File: config.mk
export PLATFORM = sky130hd
export DESIGN_NAME = alarm_page_commit
export DESIGN_NICKNAME = d
export VERILOG_FILES = /design/src/rtl/apc_pkg.sv /design/src/rtl/apc_wen_latch.sv /design/src/rtl/apc_burst_tracker.sv /design/src/rtl/apc_commit_timer.sv /design/src/rtl/apc_shadow_page.sv /design/src/rtl/alarm_page_commit.sv
export SDC_FILE = /design/constraint.sdc
export NUM_CORES = 1
export LEC_CHECK = 0
export BUFFER_PORTS_ARGS = -buffer_cell sky130_fd_sc_hd__buf_2
export CAP_MARGIN = 30
export CORE_MARGIN = 2
export CORE_UTILIZATION = 45
export CTS_CLUSTER_SIZE = 40
export DETAILED_ROUTE_END_ITERATION = 12
export GPL_TIMING_DRIVEN = 1
export PLACE_DENSITY = 0.73
export SLEW_MARGIN = 25
export SYNTH_ARGS = -nofsm -noshare
export SYNTH_HDL_FRONTEND = slang
export SYNTH_SLANG_ARGS = --single-unit
File: constraint.sdc
create_clock -name clk -period 2 [get_ports clk]
set_input_delay 0.1 -clock clk [delete_from_list [all_inputs] [get_ports clk]]
set_output_delay 0.1 -clock clk [all_outputs]
set_load 0.005 [all_outputs]
File: src/rtl/apc_pkg.sv
package apc_pkg;

  // True when an address closes a burst inside a commit window:
  // the offset within its sub-block lies below the window span.
  function automatic logic in_window(input int unsigned addr,
                                     input int unsigned sub_bytes,
                                     input int unsigned span);
    return (addr % sub_bytes) < span;
  endfunction

  // Next burst address, wrapping inside the page.
  function automatic int unsigned wrap_inc(input int unsigned addr,
                                           input int unsigned page_bytes);
    return (addr + 1) % page_bytes;
  endfunction

endpackage

File: src/rtl/apc_wen_latch.sv
module apc_wen_latch (
  input  logic clk,
  input  logic rst_n,
  input  logic arm,
  input  logic confirm,
  input  logic clear,
  output logic stage1,
  output logic stage2
);

  always_ff @(posedge clk or negedge rst_n) begin
    if (!rst_n) begin
      stage1 <= 1'b0;
      stage2 <= 1'b0;
    end else if (clear) begin
      stage1 <= 1'b0;
      stage2 <= 1'b0;
    end else begin
      if (arm)                stage1 <= 1'b1;
      if (confirm && stage1)  stage2 <= 1'b1;
    end
  end

endmodule

File: src/rtl/apc_burst_tracker.sv
module apc_burst_tracker #(
  parameter int ADDR_W    = 4,
  parameter int SUB_BYTES = 8,
  parameter int WIN_SPAN  = 5
) (
  input  logic              clk,
  input  logic              rst_n,
  input  logic              xfer_start,
  input  logic [ADDR_W-1:0] start_addr,
  input  logic              byte_wr,
  input  logic              xfer_stop,
  input  logic              allow,
  output logic              wr_ok,
  output logic [ADDR_W-1:0] wr_addr,
  output logic              commit_fire
);

  localparam int PAGE_BYTES = 1 << ADDR_W;

  logic              active_q;
  logic              wrote_q;
  logic [ADDR_W-1:0] ptr_q;
  logic [ADDR_W-1:0] last_q;
  logic              last_in_win;

  assign last_in_win = apc_pkg::in_window(32'(last_q), SUB_BYTES, WIN_SPAN);
  assign wr_ok       = active_q && byte_wr && allow;
  assign wr_addr     = ptr_q;
  assign commit_fire = active_q && xfer_stop && allow && wrote_q && last_in_win;

  always_ff @(posedge clk or negedge rst_n) begin
    if (!rst_n) begin
      active_q <= 1'b0;
      wrote_q  <= 1'b0;
      ptr_q    <= '0;
      last_q   <= '0;
    end else if (xfer_start) begin
      active_q <= allow;
      wrote_q  <= 1'b0;
      ptr_q    <= start_addr;
    end else if (xfer_stop) begin
      active_q <= 1'b0;
      wrote_q  <= 1'b0;
    end else if (wr_ok) begin
      ptr_q   <= ADDR_W'(apc_pkg::wrap_inc(32'(ptr_q), PAGE_BYTES));
      last_q  <= ptr_q;
      wrote_q <= 1'b1;
    end
  end

endmodule

File: src/rtl/apc_commit_timer.sv
module apc_commit_timer #(
  parameter int COMMIT_CYCLES = 24
) (
  input  logic clk,
  input  logic rst_n,
  input  logic fire,
  output logic busy,
  output logic req,
  output logic done
);

  localparam int CNT_W = (COMMIT_CYCLES > 1) ? $clog2(COMMIT_CYCLES) : 1;
  localparam logic [CNT_W-1:0] LOAD = CNT_W'(COMMIT_CYCLES - 1);

  logic [CNT_W-1:0] cnt_q;

  assign req  = busy && (cnt_q == LOAD);
  assign done = busy && (cnt_q == '0);

  always_ff @(posedge clk or negedge rst_n) begin
    if (!rst_n) begin
      busy  <= 1'b0;
      cnt_q <= '0;
    end else if (!busy) begin
      if (fire) begin
        busy  <= 1'b1;
        cnt_q <= LOAD;
      end
    end else if (done) begin
      busy <= 1'b0;
    end else begin
      cnt_q <= cnt_q - 1'b1;
    end
  end

endmodule

File: src/rtl/apc_shadow_page.sv
module apc_shadow_page #(
  parameter int ADDR_W = 4,
  parameter int DATA_W = 8
) (
  input  logic                                clk,
  input  logic                                rst_n,
  input  logic                                wr_ok,
  input  logic [ADDR_W-1:0]                   wr_addr,
  input  logic [DATA_W-1:0]                   wr_data,
  input  logic                                copy_now,
  input  logic                                rd_en,
  input  logic [ADDR_W-1:0]                   rd_addr,
  output logic [DATA_W-1:0]                   rd_data,
  output logic [DATA_W*(1<<ADDR_W)-1:0]       shadow_flat,
  output logic [DATA_W*(1<<ADDR_W)-1:0]       nv_flat
);

  localparam int PAGE_BYTES = 1 << ADDR_W;

  for (genvar g = 0; g < PAGE_BYTES; g++) begin : g_byte
    logic [DATA_W-1:0] sh_q;
    logic [DATA_W-1:0] nv_q;
    logic              hit;

    assign hit = wr_ok && (wr_addr == ADDR_W'(g));

    always_ff @(posedge clk or negedge rst_n) begin
      if (!rst_n) begin
        sh_q <= '0;
        nv_q <= '0;
      end else begin
        if (hit)      sh_q <= wr_data;
        if (copy_now) nv_q <= sh_q;
      end
    end

    assign shadow_flat[g*DATA_W +: DATA_W] = sh_q;
    assign nv_flat[g*DATA_W +: DATA_W]     = nv_q;
  end

  always_ff @(posedge clk or negedge rst_n) begin
    if (!rst_n)     rd_data <= '0;
    else if (rd_en) rd_data <= shadow_flat[rd_addr*DATA_W +: DATA_W];
  end

endmodule

File: src/rtl/alarm_page_commit.sv
module alarm_page_commit #(
  parameter int ADDR_W        = 4,
  parameter int DATA_W        = 8,
  parameter int SUB_BYTES     = 8,
  parameter int WIN_SPAN      = 5,
  parameter int COMMIT_CYCLES = 24
) (
  input  logic                          clk,
  input  logic                          rst_n,
  input  logic                          xfer_start,
  input  logic [ADDR_W-1:0]             start_addr,
  input  logic                          byte_wr,
  input  logic [DATA_W-1:0]             byte_data,
  input  logic                          xfer_stop,
  input  logic                          rd_en,
  input  logic [ADDR_W-1:0]             rd_addr,
  input  logic                          wen_arm,
  input  logic                          wen_confirm,
  output logic [DATA_W-1:0]             rd_data,
  output logic [DATA_W*(1<<ADDR_W)-1:0] shadow_flat,
  output logic [DATA_W*(1<<ADDR_W)-1:0] nv_flat,
  output logic                          commit_req,
  output logic                          commit_busy,
  output logic                          wen_stage1,
  output logic                          wen_stage2
);

  // Named internal events, visible to the bound checker.
  logic              allow_wr;
  logic              wr_ok;
  logic [ADDR_W-1:0] wr_addr;
  logic              commit_fire;
  logic              commit_done;

  assign allow_wr = wen_stage1 && wen_stage2 && !commit_busy;

  apc_wen_latch u_wen (
    .clk     (clk),
    .rst_n   (rst_n),
    .arm     (wen_arm),
    .confirm (wen_confirm),
    .clear   (commit_done),
    .stage1  (wen_stage1),
    .stage2  (wen_stage2)
  );

  apc_burst_tracker #(
    .ADDR_W    (ADDR_W),
    .SUB_BYTES (SUB_BYTES),
    .WIN_SPAN  (WIN_SPAN)
  ) u_burst (
    .clk         (clk),
    .rst_n       (rst_n),
    .xfer_start  (xfer_start),
    .start_addr  (start_addr),
    .byte_wr     (byte_wr),
    .xfer_stop   (xfer_stop),
    .allow       (allow_wr),
    .wr_ok       (wr_ok),
    .wr_addr     (wr_addr),
    .commit_fire (commit_fire)
  );

  apc_commit_timer #(
    .COMMIT_CYCLES (COMMIT_CYCLES)
  ) u_timer (
    .clk   (clk),
    .rst_n (rst_n),
    .fire  (commit_fire),
    .busy  (commit_busy),
    .req   (commit_req),
    .done  (commit_done)
  );

  apc_shadow_page #(
    .ADDR_W (ADDR_W),
    .DATA_W (DATA_W)
  ) u_page (
    .clk         (clk),
    .rst_n       (rst_n),
    .wr_ok       (wr_ok),
    .wr_addr     (wr_addr),
    .wr_data     (byte_data),
    .copy_now    (commit_done),
    .rd_en       (rd_en),
    .rd_addr     (rd_addr),
    .rd_data     (rd_data),
    .shadow_flat (shadow_flat),
    .nv_flat     (nv_flat)
  );

endmodule

# Word-level counts from Yosys, hierarchy flattened
# Index checks and enable logic that the tools add are counted.
[word_totals] latchBits=0 reg_bits=281 output_inout_bits=268 input_bits=24 mem_bits_ro=0 ramBits=0 wordCells=122 n_memories=0
[classes] muxes=18 n_mul=0 bitwise=2 addsub=2 div_mod_pow=0 reduce_logical=39 magnitude_cmp=1 shifts=1 n_eq_ne=18
[ops] operator="variable part select 128 x 8 -> 8 bit" count=1
[ops] operator="== test 4 bit, second input constant" count=8
[ops] operator="logical AND 1 bit" count=27
[ops] operator="== test 4 x 3 -> 1 bit, second input constant" count=4
[ops] operator="two-way mux 5 bit" count=3
[ops] operator="two-way mux 1 bit" count=12
[ops] operator="two-way mux 4 bit" count=3
[ops] operator="nonzero test 2 bit" count=5
[ops] operator="== test 4 x 2 -> 1 bit, second input constant" count=2
[ops] operator="== test 5 bit, second input constant" count=1
[ops] operator="zero test 5 bit" count=1
[ops] operator="subtractor 5 x 1 -> 5 bit, second input constant" count=1
[ops] operator="adder 4 x 1 -> 4 bit, second input constant" count=1
[ops] operator="== test 4 x 1 -> 1 bit, second input constant" count=1
[ops] operator="zero test 4 bit" count=1
[ops] operator="!= test 2 bit, second input constant" count=2
[ops] operator="AND reduction 2 bit" count=2
[ops] operator="< comparator 3 bit, second input constant" count=1
[ops] operator="AND reduction 3 bit" count=1
[ops] operator="nonzero test 3 bit" count=1
[ops] operator="inverter 1 bit" count=2
[ops] operator="zero test 1 bit" count=1

# Logic depth before layout (Yosys ltp)
[depth] ltp_word=7 depth_mapped=7 depth_no_buf=6

# Cells and area by module
# Synthesis repeated with hierarchy kept, for this count alone.
[hier_totals] hier_cells=736 area_unflattened_um2=11688.7
[by_module_without_submodules] mod="apc_shadow_page" area_each_um2=10830.4 seq_area_each_um2=6606.3 cells_each=653 n_inst=1
[by_module_without_submodules] mod="apc_burst_tracker" area_each_um2=456.7 seq_area_each_um2=225.2 cells_each=43 n_inst=1
[by_module_without_submodules] mod="apc_commit_timer" area_each_um2=326.6 seq_area_each_um2=150.1 cells_each=33 n_inst=1
[by_module_without_submodules] mod="apc_wen_latch" area_each_um2=66.3 seq_area_each_um2=50.0 cells_each=6 n_inst=1
[by_module_without_submodules] mod="alarm_page_commit" area_each_um2=8.8 seq_area_each_um2=0.0 cells_each=1 n_inst=1

# Worst setup path after synthesis
# Ideal clock, no wire load.
[synth_timing] path_kind="reg2reg" startpoint="register u_timer.cnt_q[0]" endpoint="register u_page.g_byte[0].nv_q[7]" setup_slack_ps=101 path_buffers=2 setup_ps=125 t_required_ps=1875 t_arrival_ps=1775 path_stages_with_launch=8 period_less_slack_ps=1899 cell_sequence="dfrtp_1 > inv_1 > ha_1 > nand4bb_1 > nor2_1 > clkbuf_1 > buf_2 > mux2_2"
[synth_between] elab_chain_cells=2
[synth_lines] element="start: declaration" line="apc_commit_timer.sv:15" source="logic [CNT_W-1:0] cnt_q;"
[synth_lines] element="start signal: assignment" line="apc_commit_timer.sv:32" source="cnt_q <= cnt_q - 1'b1;"
[synth_lines] element="zero test 5 bit" line="apc_commit_timer.sv:18" source="assign done = busy && (cnt_q == '0);"
[synth_lines] element="logical AND 1 bit" line="apc_commit_timer.sv:18"
[synth_lines] element="end signal: assignment" line="apc_shadow_page.sv:33" source="if (copy_now) nv_q <= sh_q;"
[synth_lines] element="end: declaration" line="apc_shadow_page.sv:22" source="logic [DATA_W-1:0] nv_q;"
# No other way between the ends.
# A chain may end at the register's enable or synchronous reset.

# Worst setup path in the final report
[layout_timing] startpoint="register u_timer.cnt_q[0]" endpoint="register u_page.g_byte[14].nv_q[1]"
[layout_between] elab_chain_cells=2
[layout_lines] element="zero test 5 bit" line="apc_commit_timer.sv:18"
[layout_lines] element="logical AND 1 bit" line="apc_commit_timer.sv:18"
[layout_lines] element="end signal: assignment" line="apc_shadow_page.sv:33"
[layout_lines] element="end: declaration" line="apc_shadow_page.sv:22"
# No other way between the ends.

==> flow_metrics.py <==
metrics = {
    "run_status": {
        "status": "finished clean",
    },
    "global_routing": {
        "grt_pass1_vias": 7664,
        "gr-usage-all-layers": 0.217,
        "grt_antenna_before_repair": 0,
        "grt_remaining_overflow": 0,
        "grt_pass1_wl_mm": 45.1,
        "grt_max_degree": 91,
    },
    "detailed_routing": {
        "drtAntennaViolNets": 0,
        "vias": 7597,
        "post-route-drc-count": 0,
        "drtIter0Drc": 352,
        "wl_per_cell_microns": 21.4,
        "wirelength_mm": 30.2,
        "vias_per_cell": 5.40,
        "drt_pass1_iterations": 4,
    },
    "finish": {
        "nNetsFinal": 1089,
        "multi_input_comb_area_sq_um": 4480,
        "utilization": 0.590,
        "drive_above_1_share": 0.636,
        "layout_commonest_cell": "buf_2",
        "area_growth_pct": 27.9,
        "mostFrequentLayoutCells": "290 x buf_2, 280 x dfrtp_1, 258 x mux2_2",
        "seq_area_sq_um": 7030,
        "fillers": 1998,
        "diodes": 0,
    },
    "timing": {
        "fmax_mhz": 520,
        "tightest_slew_ps": 789,
        "fin_ws_ps": 77.7,
        "holdWs_ps": 34.0,
        "drv_slew": 0,
        "clock_skew_ps": 16.3,
        "finalSetupTns_ps": 0,
        "rsz0062_at_grt": "no",
        "post-route-min-period_ps": 1920,
        "hold_viol": 0,
        "post-route-period-util": 0.961,
        "setup_viol": 0,
        "maxSlewHeadroom": 0.474,
    },
    "synthesis": {
        "synth.distinct_cells": 31,
        "synth_area_sq_um": 11700,
        "synth_area_per_cell_sq_um": 16.1,
        "synth-seq-area-share": 0.602,
        "yosysWarningCount": 0,
        "syn_inst": 727,
        "synth_nets": 757,
        "ys_ff_latch": 281,
    },
    "job": {
        "drv_cap": 0,
    },
    "worst_setup_path": {
        "crit_required_ps": 2420,
        "crit_path_top_delay_cell": "dfrtp_1",
        "cpLargestDelayFamily": "flip-flops",
        "cp-end-kind": "flop",
        "cp_slowest_stage_delay_ps": 400,
        "cp.buffers_inverters": 2,
        "path_class": "reg2reg",
        "crit_arrival_ps": 2350,
        "r2r_slack_ps": 80,
        "startpoint_type": "flop",
        "worstPathMaxFanout": 57,
        "worstPathCellList": "inv_1, ha_1, nand4bb_1, nor2_4, buf_12, mux2_2",
    },
    "clocking": {
        "clock-sinks": 281,
        "clk_pin_slew_worst_paths_ps": 60,
        "clkLatencyLatePin_ps": 540,
        "cts_buffer_depth": 3,
        "cts_max_level": 1,
        "cts_buffers": 30,
        "cts_tree": "built",
        "cts-root-buf": "clkbuf_16",
    },
    "die": {
        "initial_core_util": 0.461,
        "num_rows": 58,
        "die_h_microns": 165,
        "die_w_microns": 165,
        "fp.coreArea_sq_um": 25300,
        "design.portCount": 292,
        "die_area_sq_um": 27200,
    },
    "power_and_ir_drop": {
        "vdd_drop_max_uv": 745,
        "power_uw": 21300,
        "total_leakage_power_uw": 0.00792,
        "power-per-cell-area_nw_per_um2": 1430,
    },
    "place": {
        "dp_hpwl_mm": 21.5,
        "place_ws_ps": 29.8,
        "portBuffers": 291,
        "gp_congestion": 0.807,
    },
    "min_path": {
        "hp-class": "in2reg",
    },
}
Yosys cell counts:
master | number | share of area
dfrtp_1 | 281 | 0.60
mux2_2 | 259 | 0.25
mux4_2 | 32 | 0.062
buf_2 | 20 | 0.0086
nand2_2 | 16 | 0.0086
o22ai_1 | 16 | 0.0086
clkbuf_1 | 15 | 0.0048
mux2_1 | 10 | 0.0096
a21oi_1 | 9 | 0.0039
nand2_1 | 8 | 0.0026
inv_1 | 7 | 0.0023
nor2_1 | 7 | 0.0023
ha_1 | 6 | 0.0064
o21ai_0 | 6 | 0.0026
nor3_1 | 4 | 0.0017
nor4_4 | 4 | 0.0073
nand2b_1 | 3 | 0.0016
nand3_1 | 3 | 0.0013
nor4_1 | 3 | 0.0016
xnor2_1 | 3 | 0.0023
mux2i_1 | 2 | 0.0017
o211ai_1 | 2 | 0.0013
o21a_1 | 2 | 0.0013
xor2_1 | 2 | 0.0015
buf_1 | 1 | 0.00032
clkbuf_2 | 1 | 0.00043
nand3b_2 | 1 | 0.00096
nand4bb_1 | 1 | 0.00096
nor3b_1 | 1 | 0.00064
or2_2 | 1 | 0.00054
or3_1 | 1 | 0.00054
path summary, 6_finish.rpt:
path	start	end	depth (start not counted)
max in group asynchronous	rst_n	u_burst.wr_addr[2]$_DFFE_PN0P_	3
worst min register to register	u_page.g_byte[9].nv_q[7]$_DFFE_PN0P_	u_page.g_byte[9].nv_q[7]$_DFFE_PN0P_	1
min in group asynchronous	rst_n	u_page.g_byte[9].nv_q[0]$_DFFE_PN0P_	2
worst max-delay path	u_timer.cnt_q[0]$_DFFE_PN0P_	u_page.g_byte[14].nv_q[1]$_DFFE_PN0P_	6
worst min-delay path	byte_data[7]	u_page.g_byte[0].sh_q[7]$_DFFE_PN0P_	2
worst max register to register	u_timer.cnt_q[0]$_DFFE_PN0P_	u_page.g_byte[14].nv_q[1]$_DFFE_PN0P_	6
timing repair:
| action | in CTS | in global routing |
|---|---|---|
| hold buffers | 14 | 0 |
| setup buffers | 0 | 4 |
| endpoints found under the hold margin | 96 | 0 |
| setup endpoints to repair | 0 | 120 |
| resized for setup | 0 | 5 |
metrics by stage:
| step | instances | cell area, sq um |
|---|---|---|
| finish | 1408 | 14900 |
| detailed placement | 1339 | 13700 |
| CTS | 1404 | 14900 |
| global route | 1408 | 14900 |
| floorplan | 727 | 11700 |
| global placement | 1339 | 13700 |
layout make-up:
class	instances	share of cell area
Inverter	7	0.00176
Tap cell	330	0.0277
Clock inverter	10	0.00721
Clock buffer	41	0.0592
Sequential cell	281	0.471
Multi-Input combinational cell	402	0.300
Timing Repair Buffer	337	0.133
state kept, by name (all words and copies together) (netlist names):
| register | flops |
|---|---|
| u_burst.wr_addr | 4 |
| u_burst.wrote_q | 1 |
| u_page.rd_data | 8 |
| u_wen.stage1 | 1 |
| u_burst.active_q | 1 |
| u_timer.cnt_q | 5 |
| u_burst.last_q | 3 |
| u_timer.busy | 1 |
| u_wen.stage2 | 1 |
| u_page.g_byte.sh_q | 128 |
| u_page.g_byte.nv_q | 128 |
worst register-to-register path, stage by stage (launching register included):
cell       delay [ps]
dfrtp_1           400
inv_1              90
ha_1              180
nand4bb_1         190
nor2_4            190
buf_12            290
mux2_2            470
power breakdown:
group          leakage, uW  total (uW)  internal, uW  switching (uW)
combinational      0.00366        6090          3690            2390
sequential         0.00377        9750          7810            1940
clock             0.000496        5500          3320            2180
layer usage:
layer,vias up,part of all wire,track usage
met2,222,0.50,0.367
met1,3989,0.43,0.297
li1,3341,-,-
met5,-,0,0
met4,0,0.020,0.0549
met3,45,0.050,0.0312
kinds of logic after synthesis:
| group | share of synthesized area |
|---|---|
| xor+xnor | 0.00375 |
| simple gates | 0.0305 |
| buf+inv | 0.0164 |
| fa+ha+maj | 0.00643 |
| mux | 0.323 |
| compound gates | 0.0176 |
| flops | 0.602 |
No activity file was read; power rests on OpenSTA's default activity.
